`src/rtl/vid_sel_pkg.sv`:
```
package vid_sel_pkg;
  typedef enum logic [1:0] {
    FLD_PORT_LO = 2'b00,
    FLD_REG_A   = 2'b01,
    FLD_REG_B   = 2'b10,
    FLD_PORT_HI = 2'b11
  } srcField_e;

  typedef struct packed {
    logic stageA;
    logic stageB;
    logic commit;
    logic markValid;
  } ctrlStb_t;
endpackage

```
`src/rtl/vid_sel_ctrl.sv`:
```
module vid_sel_ctrl
  import vid_sel_pkg::*;
#(
  parameter int ADDR_W = 2
) (
  input  logic              clk,
  input  logic              rstN,
  input  logic              wrEn,
  input  logic [ADDR_W-1:0] wrAddr,
  input  logic              commitStb,
  output ctrlStb_t          stb,
  output logic              fieldValid
);
  localparam logic [ADDR_W-1:0] ADDR_A = ADDR_W'(0);
  localparam logic [ADDR_W-1:0] ADDR_B = ADDR_W'(1);

  logic pendWritten;

  always_comb begin
    stb.stageA    = wrEn && (wrAddr == ADDR_A);
    stb.stageB    = wrEn && (wrAddr == ADDR_B);
    stb.commit    = commitStb;
    stb.markValid = commitStb && pendWritten;
  end

  always_ff @(posedge clk or negedge rstN) begin
    if (!rstN) begin
      pendWritten <= 1'b0;
      fieldValid  <= 1'b0;
    end else begin
      if (stb.stageA || stb.stageB) pendWritten <= 1'b1;
      if (stb.markValid)            fieldValid  <= 1'b1;
    end
  end

  // once set the flag stays set
  p_valid_sticky_r4: assert property (@(posedge clk) disable iff (!rstN)
    fieldValid |=> fieldValid);

  // the flag only rises after a commit edge
  p_valid_needs_commit_r9: assert property (@(posedge clk) disable iff (!rstN)
    $rose(fieldValid) |-> $past(commitStb));
endmodule

```
`src/rtl/vid_sel_datapath.sv`:
```
module vid_sel_datapath
  import vid_sel_pkg::*;
#(
  parameter int DATA_W = 5,
  parameter int REG_W  = 8
) (
  input  logic              clk,
  input  logic              rstN,
  input  ctrlStb_t          stb,
  input  logic              fieldValid,
  input  logic [REG_W-1:0]  wrData,
  input  logic              selPin,
  input  logic              overrideN,
  input  logic [DATA_W-1:0] portIn,
  output logic [DATA_W-1:0] yOut,
  output logic              auxOut
);
  localparam int AUX_POS   = DATA_W;
  localparam int SLOT_W    = DATA_W + 1;
  localparam int FLD_LSB   = REG_W - 2;
  localparam int NUM_SLOTS = 2;

  logic [SLOT_W-1:0] pendSlot [NUM_SLOTS];
  logic [SLOT_W-1:0] actSlot  [NUM_SLOTS];
  logic [1:0]        pendFld, actFld;
  logic              auxHeld, auxLive, useReg, slotIdx;
  srcField_e         fld;
  logic [DATA_W-1:0] regCode;
  logic              regAux;

  for (genvar g = 0; g < NUM_SLOTS; g++) begin : gSlot
    logic stageThis;
    assign stageThis = (g == 0) ? stb.stageA : stb.stageB;
    always_ff @(posedge clk or negedge rstN) begin
      if (!rstN) begin
        pendSlot[g] <= '0;
        actSlot[g]  <= '0;
      end else begin
        if (stageThis)  pendSlot[g] <= wrData[SLOT_W-1:0];
        if (stb.commit) actSlot[g]  <= pendSlot[g];
      end
    end
  end

  always_ff @(posedge clk or negedge rstN) begin
    if (!rstN) begin
      pendFld <= '0;
      actFld  <= '0;
    end else begin
      if (stb.stageA || stb.stageB) pendFld <= wrData[REG_W-1:FLD_LSB];
      if (stb.commit)               actFld  <= pendFld;
    end
  end

  always_comb begin
    fld     = srcField_e'(actFld);
    useReg  = fieldValid && (fld == FLD_REG_A || fld == FLD_REG_B);
    slotIdx = (fld == FLD_REG_B);
    regCode = actSlot[slotIdx][DATA_W-1:0];
    regAux  = actSlot[slotIdx][AUX_POS];
    auxLive = overrideN && useReg && regAux;
    if (selPin)          yOut = portIn;
    else if (!overrideN) yOut = '0;
    else if (useReg)     yOut = regCode;
    else                 yOut = portIn;
    auxOut = selPin ? auxHeld : auxLive;
  end

  always_ff @(posedge clk or negedge rstN) begin
    if (!rstN)        auxHeld <= 1'b0;
    else if (!selPin) auxHeld <= auxLive;
  end

  p_pin_passthru_r1: assert property (@(posedge clk) disable iff (!rstN)
    selPin |-> (yOut == portIn));

  p_override_zero_r3: assert property (@(posedge clk) disable iff (!rstN)
    (!selPin && !overrideN) |-> (yOut == '0 && !auxOut));

  p_invalid_port_r4: assert property (@(posedge clk) disable iff (!rstN)
    (!fieldValid && !selPin && overrideN) |-> (yOut == portIn));

  p_hold_active_r5: assert property (@(posedge clk) disable iff (!rstN)
    !stb.commit |=> $stable(actFld));

  p_aux_hold_r8: assert property (@(posedge clk) disable iff (!rstN)
    (selPin && $past(selPin)) |-> $stable(auxOut));
endmodule

```
`src/rtl/vid_out_select.sv`:
```
module vid_out_select
  import vid_sel_pkg::*;
#(
  parameter int DATA_W = 5,
  parameter int REG_W  = 8,
  parameter int ADDR_W = 2
) (
  input  logic              clk,
  input  logic              rstN,
  input  logic              wrEn,
  input  logic [ADDR_W-1:0] wrAddr,
  input  logic [REG_W-1:0]  wrData,
  input  logic              commitStb,
  input  logic              selPin,
  input  logic              overrideN,
  input  logic [DATA_W-1:0] portIn,
  output logic [DATA_W-1:0] yOut,
  output logic              auxOut
);
  ctrlStb_t stb;
  logic     fieldValid;

  vid_sel_ctrl #(.ADDR_W(ADDR_W)) uCtrl (
    .clk(clk), .rstN(rstN), .wrEn(wrEn), .wrAddr(wrAddr),
    .commitStb(commitStb), .stb(stb), .fieldValid(fieldValid)
  );

  vid_sel_datapath #(.DATA_W(DATA_W), .REG_W(REG_W)) uDp (
    .clk(clk), .rstN(rstN), .stb(stb), .fieldValid(fieldValid),
    .wrData(wrData), .selPin(selPin), .overrideN(overrideN),
    .portIn(portIn), .yOut(yOut), .auxOut(auxOut)
  );
endmodule

```
`config.mk`:
```
export PLATFORM = sky130hd
export DESIGN_NAME = vid_out_select
export DESIGN_NICKNAME = d
export VERILOG_FILES = /design/src/rtl/vid_sel_pkg.sv /design/src/rtl/vid_sel_ctrl.sv /design/src/rtl/vid_sel_datapath.sv /design/src/rtl/vid_out_select.sv
export SDC_FILE = /design/constraint.sdc
export NUM_CORES = 1
export LEC_CHECK = 0
export BUFFER_PORTS_ARGS = -buffer_cell sky130_fd_sc_hd__buf_2
export CAP_MARGIN = 10
export CORE_MARGIN = 1
export CORE_UTILIZATION = 57
export DETAILED_ROUTE_END_ITERATION = 10
export PLACE_DENSITY = 0.93
export RECOVER_POWER = 25
export SLEW_MARGIN = 10
export SYNTH_ARGS = -nofsm -noshare
export SYNTH_HDL_FRONTEND = slang
export SYNTH_SLANG_ARGS = --single-unit
```
`constraint.sdc`:
```
create_clock -name clk -period 4.9 [get_ports clk]
set_input_delay 0.98 -clock clk [delete_from_list [all_inputs] [get_ports clk]]
set_output_delay 0.98 -clock clk [all_outputs]
set_load 0.1 [all_outputs]
```
==> results.py <==
metrics = {
    "layout": {
        "drive_gt1_frac": 0.5556,
        "fin_area_um2": 1590,
        "area_growth_pct": 16.07,
        "final_core_util": 0.7120,
        "instances_no_fill": 154,
        "diodes": 0,
        "final_nets": 147,
    },
    "die": {
        "ios": 27,
        "die_h_um": 51.03,
        "row_count": 17,
        "coreArea_um2": 2233,
        "die-area_um2": 2604,
        "start_util": 0.6134,
        "die_w_um": 51.03,
    },
    "sta": {
        "max_slew_margin": -0.03960,
        "tns_ns": 0,
        "hold_viol": 0,
        "layout_worst_path_cycle_share": 0.6730,
        "drv_slew": 32,
        "fmax_mhz": 303.3,
        "finClkSkew_ns": 0.008172,
        "holdWs_ns": 0.4825,
        "rsz0062_at_grt": "no",
        "setup_viol": 0,
        "fin_crit_ns": 3.298,
        "worstMarginPinSlew_ns": 1.559,
    },
    "power_and_ir_drop": {
        "power_frac_clock": 0.281,
        "sw_frac_of_total": 0.3154,
        "power_frac_comb": 0.266,
        "p_sw_mw": 0.2294,
        "internal-power_mw": 0.4978,
        "seqPwrFrac": 0.453,
        "p_leak_nw": 0.7349,
        "peakVddDrop_v": 0.0003049,
        "power_per_cell_area_nw_per_um2": 457.3,
    },
    "yosys": {
        "synth.most_common_cell": "dfrtp_1",
        "ys_types": 21,
        "synth_nets": 119,
        "synth-edff-count": 0,
        "synth_warnings": 0,
        "async_reset_ff_frac": 1.000,
        "postSynthCellCount": 97,
        "synth_area_leaders": "dfrtp_1 (57%), mux2_2 (22%), mux2i_1 (4.4%)",
        "synth_area_um2": 1370,
        "ys.flop_type": "dfrtp_1",
        "synth.top_cell.area_share": 0.5662,
        "ys_seq_area_frac": 0.5662,
        "synth_area_leader_cell": "dfrtp_1",
        "ys_seq_elements": 31,
        "synthTopCellsByCount": "dfrtp_1 (31), mux2_2 (27), nand2_1 (7), mux2i_1 (6)",
        "syn_area_per_cell_um2": 14.12,
    },
    "clocking": {
        "cts.clk_slew.worst_paths_ns": 0.09,
        "h-tree-depth": 2,
        "clock_sinks": 31,
        "numCtsBuffers": 5,
        "clockBufferDepth": 2,
        "root_buffer": "clkbuf_4",
        "cts_hold_buffers": 0,
        "ctsResizeCount": 0,
        "cts_setup_buffers": 0,
        "cts_tree": "done",
        "clock_latency_ns": 0.33,
    },
    "worst_setup_path": {
        "max_stage_delay_ns": 0.50,
        "required_ns": 3.92,
        "worstSetupPathType": "reg -> out",
        "path_delay_family": "simple AND/OR/NAND/NOR gates",
        "ff2ff_path_depth": 5,
        "critical_path_buf_inv_count": 2,
        "arrival_ns": 2.32,
        "worst-path-max-fanout": 6,
        "cp-end-kind": "output port",
        "crit_path_top_delay_cell": "or3b_1",
        "path_cells": "inv_1 > ha_1 > nand2b_4 > or3b_1 > o211ai_2 > buf_2",
        "start_kind": "flop",
        "crit_cells": 6,
    },
    "placement": {
        "place_area_um2": 1505,
        "dp.cells": 146,
        "dp_hpwl_mm": 1.733,
        "numPortBuffers": 26,
        "gp_congestion": 0.7020,
    },
    "status": {
        "violations": "capacitance limit, slew limit",
        "status": "complete, but fails checks",
    },
    "job": {
        "maxCapViolCount": 1,
    },
    "worst_hold_path": {
        "min_path_cells": 2,
        "min_path_type": "reg -> reg",
    },
    "drt": {
        "drtIter0Drc": 12,
        "drcViolationCount": 0,
        "viasPerCell": 5.383,
        "drtAntennaViolNets": 0,
        "drt_pass1_iterations": 4,
        "vias": 829,
        "detail_route.wirelength_mm": 2.290,
        "wire_per_inst_um": 14.87,
    },
    "global_routing": {
        "grt_max_degree": 32,
        "antenna_found_initial": 0,
        "overflow": 0,
        "grt_pass1_vias": 861,
        "track_usage": 0.2181,
        "grt_first_pass_wirelength_mm": 3.850,
    },
}
## final timing paths
| kind | end | startpoint | slack (ns) |
|---|---|---|---|
| max reg2reg | uDp.auxHeld | uDp.actFld[0] | 3.29 |
| max | yOut[1] | uDp.actFld[0] | 1.60 |
| min reg2reg | uDp.auxHeld | uDp.auxHeld | 0.48 |
| max in group asynchronous | uDp.pendSlot[3] | rstN | 2.97 |
| min in group asynchronous | uDp.pendFld[1] | rstN | 1.02 |
| min | uDp.auxHeld | uDp.auxHeld | 0.48 |
## layer usage
metal / global-route usage / wire [um]
met1: 0.2480 / 979
met2: 0.3596 / 1165
met3: 0.08929 / 113
met4: 0.09259 / 31
met5: 0 / 0
## power by group through the flow
stage / Combinational [mW] / Clock, mW / Sequential (mW)
finish: 0.194 / 0.205 / 0.329
global route: 0.207 / 0.223 / 0.334
CTS: 0.196 / 0.211 / 0.329
detailed placement: 0.195 / 0 / 0.335
global placement: 0.188 / 0 / 0.330
floorplan: 0.162 / 0 / 0.325
## placed cells by master (no fill, tap or decap)
cell,n
a21oi_1,1
o211ai_2,4
nand3_1,4
clkinv_2,1
mux2i_1,6
inv_1,2
bufinv_16,1
dfrtp_1,31
nand2b_4,1
or2_2,1
nand2_1,7
nor2b_2,1
clkbuf_8,1
a21o_2,1
clkbuf_1,1
buf_2,25
or3b_1,1
nor2b_1,1
mux2_2,27
clkbuf_4,5
o21ai_0,1
o21ai_2,1
o22ai_2,1
ha_1,1
## layout make-up
type / instances / area [um^2]
Clock buffer: 6 / 51.30
Clock inverter: 2 / 35.03
Fill cell: 143 / 643.1
Inverter: 2 / 7.507
Multi-Input combinational cell: 59 / 556.8
Sequential cell: 31 / 775.7
Tap cell: 28 / 35.03
Timing Repair Buffer: 26 / 128.9
## metrics by stage
step / setup slack [ns] / power [mW]
floorplan: 1.546 / 0.4874
global placement: 1.661 / 0.5183
detailed placement: 1.613 / 0.5299
CTS: 1.578 / 0.7354
global route: 1.507 / 0.7644
finish: 1.602 / 0.7272
## cells by family after synthesis
group / synth area share
buffers and inverters: 0.02739
DFF: 0.5662
and+or+nand+nor: 0.06576
adders and majority gates: 0.009131
AOI/OAI and AO/OA: 0.06575
muxes: 0.2658
## sequential cells by signal, indices dropped and copies added, names as in the netlist
signal             cells
uCtrl.pendWritten      1
uDp.auxHeld            1
uCtrl.fieldValid       1
uDp.pendSlot          12
uDp.actSlot           12
uDp.actFld             2
uDp.pendFld            2
## worst reg2reg max path: stages, from the launching register on
cell      delay (ns)
dfrtp_1         0.37
inv_1           0.07
ha_1            0.23
nand2b_4        0.16
or3b_1          0.50
o21ai_2         0.20
No activity file was read; power rests on OpenSTA's default activity.
